===== src/rtl/gdr_pkg.sv =====
package gdr_pkg;

  localparam int unsigned REG_W   = 8;
  localparam int unsigned GO_BIT  = 0;
  localparam int unsigned SEL_LSB = 2;
  localparam int unsigned SEL_W   = 2;

  typedef enum logic [SEL_W-1:0] {
    SEL_RNDR_DISP = 2'b00,
    SEL_RNDR      = 2'b01,
    SEL_BAD       = 2'b10,
    SEL_MEDIA     = 2'b11
  } dom_sel_e;

  typedef struct packed {
    logic render;
    logic display;
    logic media;
  } dom_rst_t;

  function automatic logic sel_is_valid(input dom_sel_e sel);
    return sel != SEL_BAD;
  endfunction

  function automatic dom_rst_t sel_to_resets(input dom_sel_e sel);
    dom_rst_t r;
    r = '0;
    unique case (sel)
      SEL_RNDR_DISP: begin r.render = 1'b1; r.display = 1'b1; end
      SEL_RNDR:      r.render = 1'b1;
      SEL_MEDIA:     r.media  = 1'b1;
      default:       r = '0;
    endcase
    return r;
  endfunction

  function automatic logic [REG_W-1:0] pack_ctrl(input dom_sel_e sel, input logic go);
    logic [REG_W-1:0] v;
    v = '0;
    v[SEL_LSB +: SEL_W] = sel;
    v[GO_BIT] = go;
    return v;
  endfunction

endpackage


===== src/rtl/gdr_ctrl_reg.sv =====
module gdr_ctrl_reg
  import gdr_pkg::*;
(
  input  logic             clk,
  input  logic             rst_n,
  input  logic             ctrl_we,
  input  logic [REG_W-1:0] ctrl_wdata,
  input  logic             done_i,
  output dom_sel_e         sel_q,
  output logic             go_q,
  output logic             start_o,
  output logic             start_valid_o,
  output logic [REG_W-1:0] ctrl_value
);

  logic     accept;
  dom_sel_e wr_sel;

  assign wr_sel        = dom_sel_e'(ctrl_wdata[SEL_LSB +: SEL_W]);
  assign accept        = ctrl_we && !go_q;
  assign start_o       = accept && ctrl_wdata[GO_BIT];
  assign start_valid_o = sel_is_valid(wr_sel);
  assign ctrl_value    = pack_ctrl(sel_q, go_q);

  always_ff @(posedge clk or negedge rst_n) begin
    if (!rst_n) begin
      sel_q <= SEL_RNDR_DISP;
      go_q  <= 1'b0;
    end else if (accept) begin
      sel_q <= wr_sel;
      go_q  <= ctrl_wdata[GO_BIT];
    end else if (done_i) begin
      go_q  <= 1'b0;
    end
  end


  go_clear_chk: assert property (@(posedge clk) disable iff (!rst_n)
    done_i |=> !go_q);


  sel_lock_chk: assert property (@(posedge clk) disable iff (!rst_n)
    (go_q && !done_i) |=> ($stable(sel_q) && go_q));

endmodule


===== src/rtl/gdr_hold_seq.sv =====
module gdr_hold_seq #(
  parameter int unsigned HOLD_CYC = 16
) (
  input  logic clk,
  input  logic rst_n,
  input  logic start_i,
  input  logic start_valid_i,
  output logic busy_q,
  output logic done_q
);

  localparam int unsigned CNT_W = $clog2(HOLD_CYC + 1);
  localparam logic [CNT_W-1:0] CNT_LOAD = CNT_W'(HOLD_CYC - 1);

  logic [CNT_W-1:0] cnt_q;
  logic             last_cycle;

  assign last_cycle = busy_q && (cnt_q == '0);

  always_ff @(posedge clk or negedge rst_n) begin
    if (!rst_n) begin
      busy_q <= 1'b0;
      cnt_q  <= '0;
      done_q <= 1'b0;
    end else begin
      done_q <= 1'b0;
      if (start_i && !start_valid_i) begin
        done_q <= 1'b1;
      end else if (start_i) begin
        busy_q <= 1'b1;
        cnt_q  <= CNT_LOAD;
      end else if (last_cycle) begin
        busy_q <= 1'b0;
        done_q <= 1'b1;
      end else if (busy_q) begin
        cnt_q  <= cnt_q - 1'b1;
      end
    end
  end


  hold_len_chk: assert property (@(posedge clk) disable iff (!rst_n)
    (busy_q && cnt_q != '0) |=> busy_q);


  release_done_chk: assert property (@(posedge clk) disable iff (!rst_n)
    $fell(busy_q) |-> done_q);


  invalid_skip_chk: assert property (@(posedge clk) disable iff (!rst_n)
    (start_i && !start_valid_i) |=> (!busy_q && done_q));

endmodule


===== src/rtl/gdr_access.sv =====
module gdr_access
  import gdr_pkg::*;
#(
  parameter logic [7:0] CFG_PRI_OFS   = 8'h44,
  parameter logic [7:0] CFG_MIR_OFS   = 8'hA4,
  parameter logic [7:0] MMIO_CTRL_OFS = 8'h10
) (
  input  logic             clk,
  input  logic             rst_n,
  input  logic             cfg_sel,
  input  logic             mmio_sel,
  input  logic             wr_en,
  input  logic             rd_en,
  input  logic [7:0]       addr,
  input  logic [REG_W-1:0] wdata,
  input  logic [REG_W-1:0] ctrl_value,
  input  logic             in_prog,
  output logic             ctrl_we,
  output logic [REG_W-1:0] ctrl_wdata,
  output logic [REG_W-1:0] rdata_q,
  output logic             refused_q
);

  logic             hit_pri, hit_mir, mmio_act, hit_mmio, mmio_block;
  logic [REG_W-1:0] rd_val;

  assign hit_pri    = cfg_sel && (addr == CFG_PRI_OFS);
  assign hit_mir    = cfg_sel && (addr == CFG_MIR_OFS);
  assign mmio_act   = !cfg_sel && mmio_sel;
  assign hit_mmio   = mmio_act && (addr == MMIO_CTRL_OFS);
  assign mmio_block = mmio_act && (wr_en || rd_en) && in_prog;

  assign ctrl_we    = wr_en && (hit_pri || (hit_mmio && !in_prog));
  assign ctrl_wdata = wdata;

  always_comb begin
    rd_val = '0;
    if (hit_pri || hit_mir)          rd_val = ctrl_value;
    else if (hit_mmio && !in_prog)   rd_val = ctrl_value;
  end

  always_ff @(posedge clk or negedge rst_n) begin
    if (!rst_n) begin
      rdata_q   <= '0;
      refused_q <= 1'b0;
    end else begin
      rdata_q   <= rd_en ? rd_val : '0;
      refused_q <= mmio_block;
    end
  end


  refused_zero_chk: assert property (@(posedge clk) disable iff (!rst_n)
    refused_q |-> (rdata_q == '0));


  blocked_wr_chk: assert property (@(posedge clk) disable iff (!rst_n)
    (mmio_act && in_prog) |-> !(ctrl_we));

endmodule


===== src/rtl/gfx_domain_rst_ctrl.sv =====
module gfx_domain_rst_ctrl
  import gdr_pkg::*;
#(
  parameter int unsigned HOLD_CYC      = 16,
  parameter logic [7:0]  CFG_PRI_OFS   = 8'h44,
  parameter logic [7:0]  CFG_MIR_OFS   = 8'hA4,
  parameter logic [7:0]  MMIO_CTRL_OFS = 8'h10
) (
  input  logic       clk,
  input  logic       rst_n,
  input  logic       cfg_sel,
  input  logic       mmio_sel,
  input  logic       wr_en,
  input  logic       rd_en,
  input  logic [7:0] addr,
  input  logic [7:0] wdata,
  output logic [7:0] rdata,
  output logic       mmio_refused,
  output logic       rst_render,
  output logic       rst_display,
  output logic       rst_media
);

  logic             ctrl_we, go_q, start, start_valid, busy, done;
  logic [REG_W-1:0] ctrl_wdata, ctrl_value;
  dom_sel_e         sel_q;
  dom_rst_t         dom_rst;

  gdr_access #(
    .CFG_PRI_OFS  (CFG_PRI_OFS),
    .CFG_MIR_OFS  (CFG_MIR_OFS),
    .MMIO_CTRL_OFS(MMIO_CTRL_OFS)
  ) u_access (
    .clk       (clk),
    .rst_n     (rst_n),
    .cfg_sel   (cfg_sel),
    .mmio_sel  (mmio_sel),
    .wr_en     (wr_en),
    .rd_en     (rd_en),
    .addr      (addr),
    .wdata     (wdata),
    .ctrl_value(ctrl_value),
    .in_prog   (go_q),
    .ctrl_we   (ctrl_we),
    .ctrl_wdata(ctrl_wdata),
    .rdata_q   (rdata),
    .refused_q (mmio_refused)
  );

  gdr_ctrl_reg u_reg (
    .clk          (clk),
    .rst_n        (rst_n),
    .ctrl_we      (ctrl_we),
    .ctrl_wdata   (ctrl_wdata),
    .done_i       (done),
    .sel_q        (sel_q),
    .go_q         (go_q),
    .start_o      (start),
    .start_valid_o(start_valid),
    .ctrl_value   (ctrl_value)
  );

  gdr_hold_seq #(.HOLD_CYC(HOLD_CYC)) u_seq (
    .clk          (clk),
    .rst_n        (rst_n),
    .start_i      (start),
    .start_valid_i(start_valid),
    .busy_q       (busy),
    .done_q       (done)
  );

  assign dom_rst     = busy ? sel_to_resets(sel_q) : '0;
  assign rst_render  = dom_rst.render;
  assign rst_display = dom_rst.display;
  assign rst_media   = dom_rst.media;


  media_excl_chk: assert property (@(posedge clk) disable iff (!rst_n)
    rst_media |-> !(rst_render || rst_display));


  display_needs_render_chk: assert property (@(posedge clk) disable iff (!rst_n)
    rst_display |-> rst_render);


  reserved_zero_chk: assert property (@(posedge clk) disable iff (!rst_n)
    (rdata[7:4] == 4'h0) && !rdata[1]);


  reset_needs_go_chk: assert property (@(posedge clk) disable iff (!rst_n)
    (rst_render || rst_display || rst_media) |-> go_q);

endmodule


===== config.mk =====
export PLATFORM = sky130hd
export DESIGN_NAME = gfx_domain_rst_ctrl
export DESIGN_NICKNAME = d
export VERILOG_FILES = /design/src/rtl/gdr_pkg.sv /design/src/rtl/gdr_ctrl_reg.sv /design/src/rtl/gdr_hold_seq.sv /design/src/rtl/gdr_access.sv /design/src/rtl/gfx_domain_rst_ctrl.sv
export SDC_FILE = /design/constraint.sdc
export NUM_CORES = 1
export LEC_CHECK = 0
export ABC_AREA = 1
export BUFFER_PORTS_ARGS = -buffer_cell sky130_fd_sc_hd__buf_4
export CELL_PAD_IN_SITES_DETAIL_PLACEMENT = 1
export CELL_PAD_IN_SITES_GLOBAL_PLACEMENT = 2
export CORE_ASPECT_RATIO = 1.25
export CORE_MARGIN = 10
export CORE_UTILIZATION = 26
export DETAILED_ROUTE_END_ITERATION = 10
export PLACE_DENSITY_LB_ADDON = 0.1
export REMOVE_ABC_BUFFERS = 1
export SLEW_MARGIN = 10
export SYNTH_ARGS = -nofsm -noshare
export SYNTH_HDL_FRONTEND = slang
export SYNTH_SLANG_ARGS = --single-unit

===== constraint.sdc =====
create_clock -name clk -period 1.4 [get_ports clk]
set_input_delay 0 -clock clk [delete_from_list [all_inputs] [get_ports clk]]
set_output_delay 0 -clock clk [all_outputs]
set_load 0.01 [all_outputs]

==> results of run 1 <==
flip-flops by register name (all words and copies together), names as in the netlist:
signal,count
u_access.refused_q,1
u_access.rdata_q,3
u_seq.busy_q,1
u_reg.go_q,1
u_seq.cnt_q,5
u_seq.done_q,1
u_reg.sel_q,2
layout by cell type (no fill, tap or decap):
| cell type | n |
|---|---|
| nor2_2 | 3 |
| nand2_1 | 27 |
| conb_1 | 5 |
| o21ai_0 | 5 |
| clkbuf_8 | 4 |
| nand2_4 | 3 |
| xor2_1 | 2 |
| nand3_2 | 1 |
| nand3_4 | 1 |
| nor3_4 | 1 |
| nand4_4 | 1 |
| inv_1 | 16 |
| nand2_2 | 5 |
| dlygate4sd3_1 | 1 |
| nand3_1 | 7 |
| nor2_1 | 10 |
| ha_1 | 1 |
| a21oi_1 | 1 |
| xnor2_1 | 1 |
| dfrtp_1 | 14 |
| buf_4 | 28 |
| nor3_1 | 4 |
| nor2_4 | 1 |
| inv_2 | 4 |
| o21ai_4 | 1 |
| ha_4 | 1 |
cell type report:
cell class / instances / area [µm²] / area share [%]
Tap cell: 37 / 46.3 / 3.76
Sequential cell: 14 / 350 / 28.5
Multi-Input combinational cell: 81 / 483 / 39.3
Clock buffer: 4 / 55.1 / 4.48
Timing Repair Buffer: 29 / 220 / 17.9
Inverter: 20 / 75.1 / 6.10
metal layers:
layer  vias to the layer above  track usage [%]  wire (µm)
li1                        405                -          -
met1                       389             7.75        916
met2                        16             14.4       1320
met3                         2             1.61         78
met4                         0             3.63         36
met5                         -                0          0
what timing repair did:
action                                 in CTS  in global routing
endpoints found under the hold margin      14                  0
gates resized for setup                     0                 10
buffers inserted                            0                  1
setup endpoints to repair                   0                  6
hold buffers                                1                  0
worst max-delay path, stage by stage (launching register included):
cell and delay (ps):
dfrtp_1 380, inv_2 70, ha_4 160, nand2_4 70, nor3_4 40, o21ai_4 260
nand2_4 120, nand2_2 70, nand2_1 40
per-stage QoR:
stage / instances / setup WS (ps)
2_1_floorplan: 115 / 139
3_3_place_gp: 179 / 79.4
3_5_place_dp: 179 / 72.1
4_1_cts: 184 / 60.5
5_1_grt: 185 / -23.9
6_report: 185 / 59.0
power by group through the flow:
stage	Clock [W]	Sequential [W]	Combinational (W)
after CTS	0.000406	0.000413	0.000103
final	0.000393	0.000414	0.000105
after global placement	0	0.000421	0.0000974
after global routing	0.000441	0.000414	0.000119
after floorplan	0	0.000422	0.0000370
after detailed placement	0	0.000421	0.000100
cell families (layout without fill, tap and decap cells):
group,after synthesis,after routing,share of synthesized area [%]
AND/OR/NAND/NOR,64,64,36.9
buffers and inverters,25,53,12.6
AO/OA/AOI/OAI,7,7,5.17
XOR/XNOR,3,3,2.94
adder cells (fa/ha/maj),2,2,2.80
flip-flops,14,14,39.2
other,1,5,0.419
worst max-delay path by stage:
stage	start	slack, ps	cells past startpoint	to
floorplan	u_reg.go_q	140	8	u_seq.cnt_q[2]
global placement	u_seq.cnt_q[1]	80	8	u_seq.cnt_q[0]
detailed placement	u_seq.cnt_q[1]	70	8	u_seq.cnt_q[3]
CTS	u_seq.cnt_q[1]	60	8	u_seq.cnt_q[3]
global route	u_seq.cnt_q[1]	-20	8	u_seq.cnt_q[3]
finish	u_seq.cnt_q[1]	60	8	u_seq.cnt_q[0]
==> impl_metrics.yaml, run 1 <==
status:
  status: "finished clean"
timing:
  setup_viol: 0
  final-max-slew-violation-count: 0
  min_period_ps: 1340
  min_period_over_period_pct: 95.8
  max_freq_mhz: 746
  rsz0062_at_grt: "true"
  finalSetupTns_ps: 0
  hold_viol_final: 0
  hold_ws_ps: 10.8
  fin_worst_skew_ps: 0.808
final_layout:
  nFillCells: 417
  areaGrowthSynthToFinish_pct: 37.5
  drive_gt1_share_pct: 36.5
  layout.nets: 173
  antennaDiodeCount: 0
  design_area_um2: 1230
  final_util_pct: 37.8
placed_design:
  placed_cell_area_um2: 1120
  dpl.hpwl_mm: 1.97
  portBuffers: 23
  place_congestion: 0.710
hold_path:
  holdPathStages: 3
  hold_path.class: "in -> reg"
  min-delay-start: "rd_en"
  min_to: "u_access.rdata_q[0]"
die:
  die_y_um: 85.6
  coreArea_um2: 3250
  rows: 23
  initial_utilization_pct: 27.5
  die_w_um: 72.5
  ios: 34
  fp.dieArea_um2: 6200
grt:
  grt_pass1_wl_mm: 3.91
  antenna_found_initial: 0
  grt_max_degree: 15
  grt_pass1_vias: 911
  track_usage_pct: 7.70
  overflow: 0
cts:
  cts_tree: "done"
  clk_pin_slew_ps: 60
  clockBufferDepth: 2
  cts_buffers: 3
  clock_sinks: 14
  root_buffer: "clkbuf_8"
  clock_latency_ps: 240
  htreeDepth: 1
logic_synthesis:
  ys_types: 23
  synth_seq_cells: 14
  yosys_warnings: 0
  synthTopCellsByCount: "31 x nand2_1, 17 x inv_1, 14 x dfrtp_1, 11 x nor2_1, 7 x nand3_1"
  ys.flop_type: "dfrtp_1"
  synth.area.top_cells: "dfrtp_1 39%, nand2_1 13%, inv_1 7.1%, nor2_1 4.6%, buf_4 4.2%"
  yosysTopAreaCellShare_pct: 39.2
  synthArstFlopShare_pct: 100
  synth.avg_cell_area_um2: 7.71
  ys_seq_area_share_pct: 39.2
  yosys.area.top_type: "dfrtp_1"
  syn_inst: 116
  synth_edf_count: 0
  synth_area_um2: 895
  synth.most_common_cell: "nand2_1"
power:
  seqPwrFrac_pct: 45.4
  switching_share_pct: 22.3
  power.switching_w: 0.000203
  p_leak_nw: 0.666
  combPwrFrac_pct: 11.5
  p_per_area_nw_per_um2: 741
  max-vdd-ir-drop_v: 0.000436
  p_int_w: 0.000708
  finalPower_w: 0.000912
  pwr-share-clk_pct: 43.1
critical_path:
  reg2regPathDepth: 8
  crit_arrival_ps: 1470
  cp.required_ps: 1530
  path_class: "reg -> reg"
  critPathMaxFanout: 6
  critPathLaunchType: "flop"
  rrSetupSlack_ps: 60
  end_kind: "flop"
  timing.rr.end: "u_seq.cnt_q[0]"
  r2r-start: "u_seq.cnt_q[1]"
detailed_routing:
  ant_nets: 0
  route.detailed.drc: 0
  vias: 812
  totalWireLength_mm: 2.35
  via_per_inst: 4.39
  drt-wirelength-per-cell_um: 12.7
  drt_iter0_markers: 9
  drt_first_pass_iters: 4
run:
  max-cap-violations: 0
Note: power is estimated with default switching activity, not from simulation.
==> inputs of run 2 (changes only) <==
--- a/config.mk
+++ b/config.mk
@@ -6,13 +6,14 @@
 export NUM_CORES = 1
 export LEC_CHECK = 0
 export ABC_AREA = 1
-export BUFFER_PORTS_ARGS = -buffer_cell sky130_fd_sc_hd__buf_4
+export ABC_CLOCK_PERIOD_IN_PS = 1400
 export CELL_PAD_IN_SITES_DETAIL_PLACEMENT = 1
 export CELL_PAD_IN_SITES_GLOBAL_PLACEMENT = 2
 export CORE_ASPECT_RATIO = 1.25
 export CORE_MARGIN = 10
-export CORE_UTILIZATION = 26
+export CORE_UTILIZATION = 32
 export DETAILED_ROUTE_END_ITERATION = 10
+export DONT_BUFFER_PORTS = 1
 export PLACE_DENSITY_LB_ADDON = 0.1
 export REMOVE_ABC_BUFFERS = 1
 export SLEW_MARGIN = 10
==> constraint.sdc (replaced) <==
create_clock -name clk -period 1.4 [get_ports clk]
set_input_delay 0.07 -clock clk [delete_from_list [all_inputs] [get_ports clk]]
set_output_delay 0.07 -clock clk [all_outputs]
set_load 0.01 [all_outputs]
==> impl_metrics.yaml, run 2 (same netlist as run 1, synthesis figures left out) <==
power:
  max-vdd-ir-drop_v: 0.000269
  combPwrFrac_pct: 10.2
  pwr-share-clk_pct: 30.7
  finalPower_w: 0.000702
  p_int_w: 0.000538
  power.switching_w: 0.000164
  switching_share_pct: 23.4
  p_leak_nw: 0.552
  seqPwrFrac_pct: 59.1
  p_per_area_nw_per_um2: 655
final_layout:
  final_cell_mix: "29 x nand2_1, 16 x inv_1, 14 x dfrtp_1, 9 x nor2_1"
  layout.nets: 157
  multi_input_area_um2: 465
  largest_register_ffs: 5
  nFillCells: 353
  top_regs: "u_seq.cnt_q (5), u_access.rdata_q (3), u_reg.sel_q (2)"
  regArea_um2: 350
  mostFrequentLayoutCell: "nand2_1"
  regMostFlops: "u_seq.cnt_q"
  antennaDiodeCount: 0
  drive_gt1_share_pct: 22.9
  areaGrowthSynthToFinish_pct: 19.7
  stdcell_count: 165
status:
  status: "finished clean"
timing:
  tightest_slew_ps: 642
  min_period_over_period_pct: 93.9
  hold_ws_ps: 13.6
  max_freq_mhz: 761
  final-max-slew-violation-count: 0
  fin_worst_skew_ps: 1.77
  setup_slack_ps: 85.6
  min_period_ps: 1310
  setup_viol: 0
  relSlewSlack_pct: 57.1
  hold_viol_final: 0
critical_path:
  crit_arrival_ps: 1480
  setup.worst_path.start: "u_reg.go_q"
  critPathMaxFanout: 6
  end_kind: "flop"
  r2r-start: "u_reg.go_q"
  path_class: "reg -> reg"
  critPathLaunchType: "flop"
  cp.required_ps: 1560
cts:
  htreeDepth: 1
  cts_buffers: 3
  clock_latency_ps: 270
  clock_sinks: 14
  cts_tree: "done"
  clk_pin_slew_ps: 80
  root_buffer: "clkbuf_4"
  clockBufferDepth: 2
detailed_routing:
  route.detailed.drc: 0
  drt-wirelength-per-cell_um: 13.1
  drt_iter0_markers: 20
  totalWireLength_mm: 2.17
  vias: 748
  ant_nets: 0
  via_per_inst: 4.53
  drt_first_pass_iters: 4
grt:
  antenna_found_initial: 0
  grt_pass1_vias: 824
  grt_max_degree: 15
  grt_pass1_wl_mm: 3.64
  track_usage_pct: 8.66
  overflow: 0
die:
  coreArea_um2: 2680
  ios: 34
  initial_utilization_pct: 33.4
  rows: 21
  fp.dieArea_um2: 5320
  die_y_um: 79.1
  die_w_um: 67.3
run:
  max-cap-violations: 0
placed_design:
  place_congestion: 0.696
  dpl.hpwl_mm: 1.81
  dp_slack_ps: 53.6
  portBuffers: 0
  placed_cells: 153
hold_path:
  hold_path.class: "in -> reg"
  min-delay-start: "wdata[0]"
[run 2: metrics by stage]
| step | util [%] | TNS (ps) | cell area [µm²] |
|---|---|---|---|
| 5_1_grt | 40.0 | -4.34 | 1070 |
| 3_3_place_gp | 35.2 | 0 | 945 |
| 4_1_cts | 38.7 | 0 | 1040 |
| 2_1_floorplan | - | 0 | 872 |
| 6_report | 40.0 | 0 | 1070 |
| 3_5_place_dp | 35.2 | 0 | 945 |
[run 2: path summary, 6_finish.rpt]
check	endpoint	slack (ps)	depth (start not counted)
max	u_seq.cnt_q[2]	90	7
min	u_seq.done_q	10	2
max reg2reg	u_seq.cnt_q[2]	90	7
min reg2reg	u_reg.go_q	430	1
max in group asynchronous	u_seq.cnt_q[2]	730	1
min in group asynchronous	u_seq.done_q	260	1
[run 2: critical path, stage by stage, from the launching register on]
cell,delay (ps)
dfrtp_1,410
buf_4,150
nor2_4,150
nand3_4,130
o21ai_4,130
nand2_4,110
nand2_1,70
nand2_1,50
[run 2: power groups by stage]
stage          Sequential, W  Clock (W)  Combinational, W
2_1_floorplan       0.000422          0         0.0000370
3_3_place_gp        0.000423          0         0.0000437
3_5_place_dp        0.000423          0         0.0000456
4_1_cts             0.000415   0.000226         0.0000701
5_1_grt             0.000416   0.000247         0.0000833
6_report            0.000415   0.000215         0.0000716
[run 2: timing repair]
action                                  4_1_cts  5_1_grt
gates resized for setup                       0        7
hold buffers                                  7        0
buffers inserted                              0        2
endpoints found under the setup margin        0        6
endpoints found under the hold margin        20        0
[run 2: cell type report]
type                    instances  area share, %
multi-input cells              81           43.5
flip-flops and latches         14           32.7
clock buffers                   3           2.10
repair buffers                 13           10.7
inverters                      20           7.01
well taps                      34           3.97
[run 2: layer usage]
layer,GRT usage (%),vias up,share of wire [%]
met1,8.58,359,35
met4,4.32,0,1.6
met5,0,-,0
met2,16.3,13,60
met3,1.69,2,3.8
li1,-,374,-
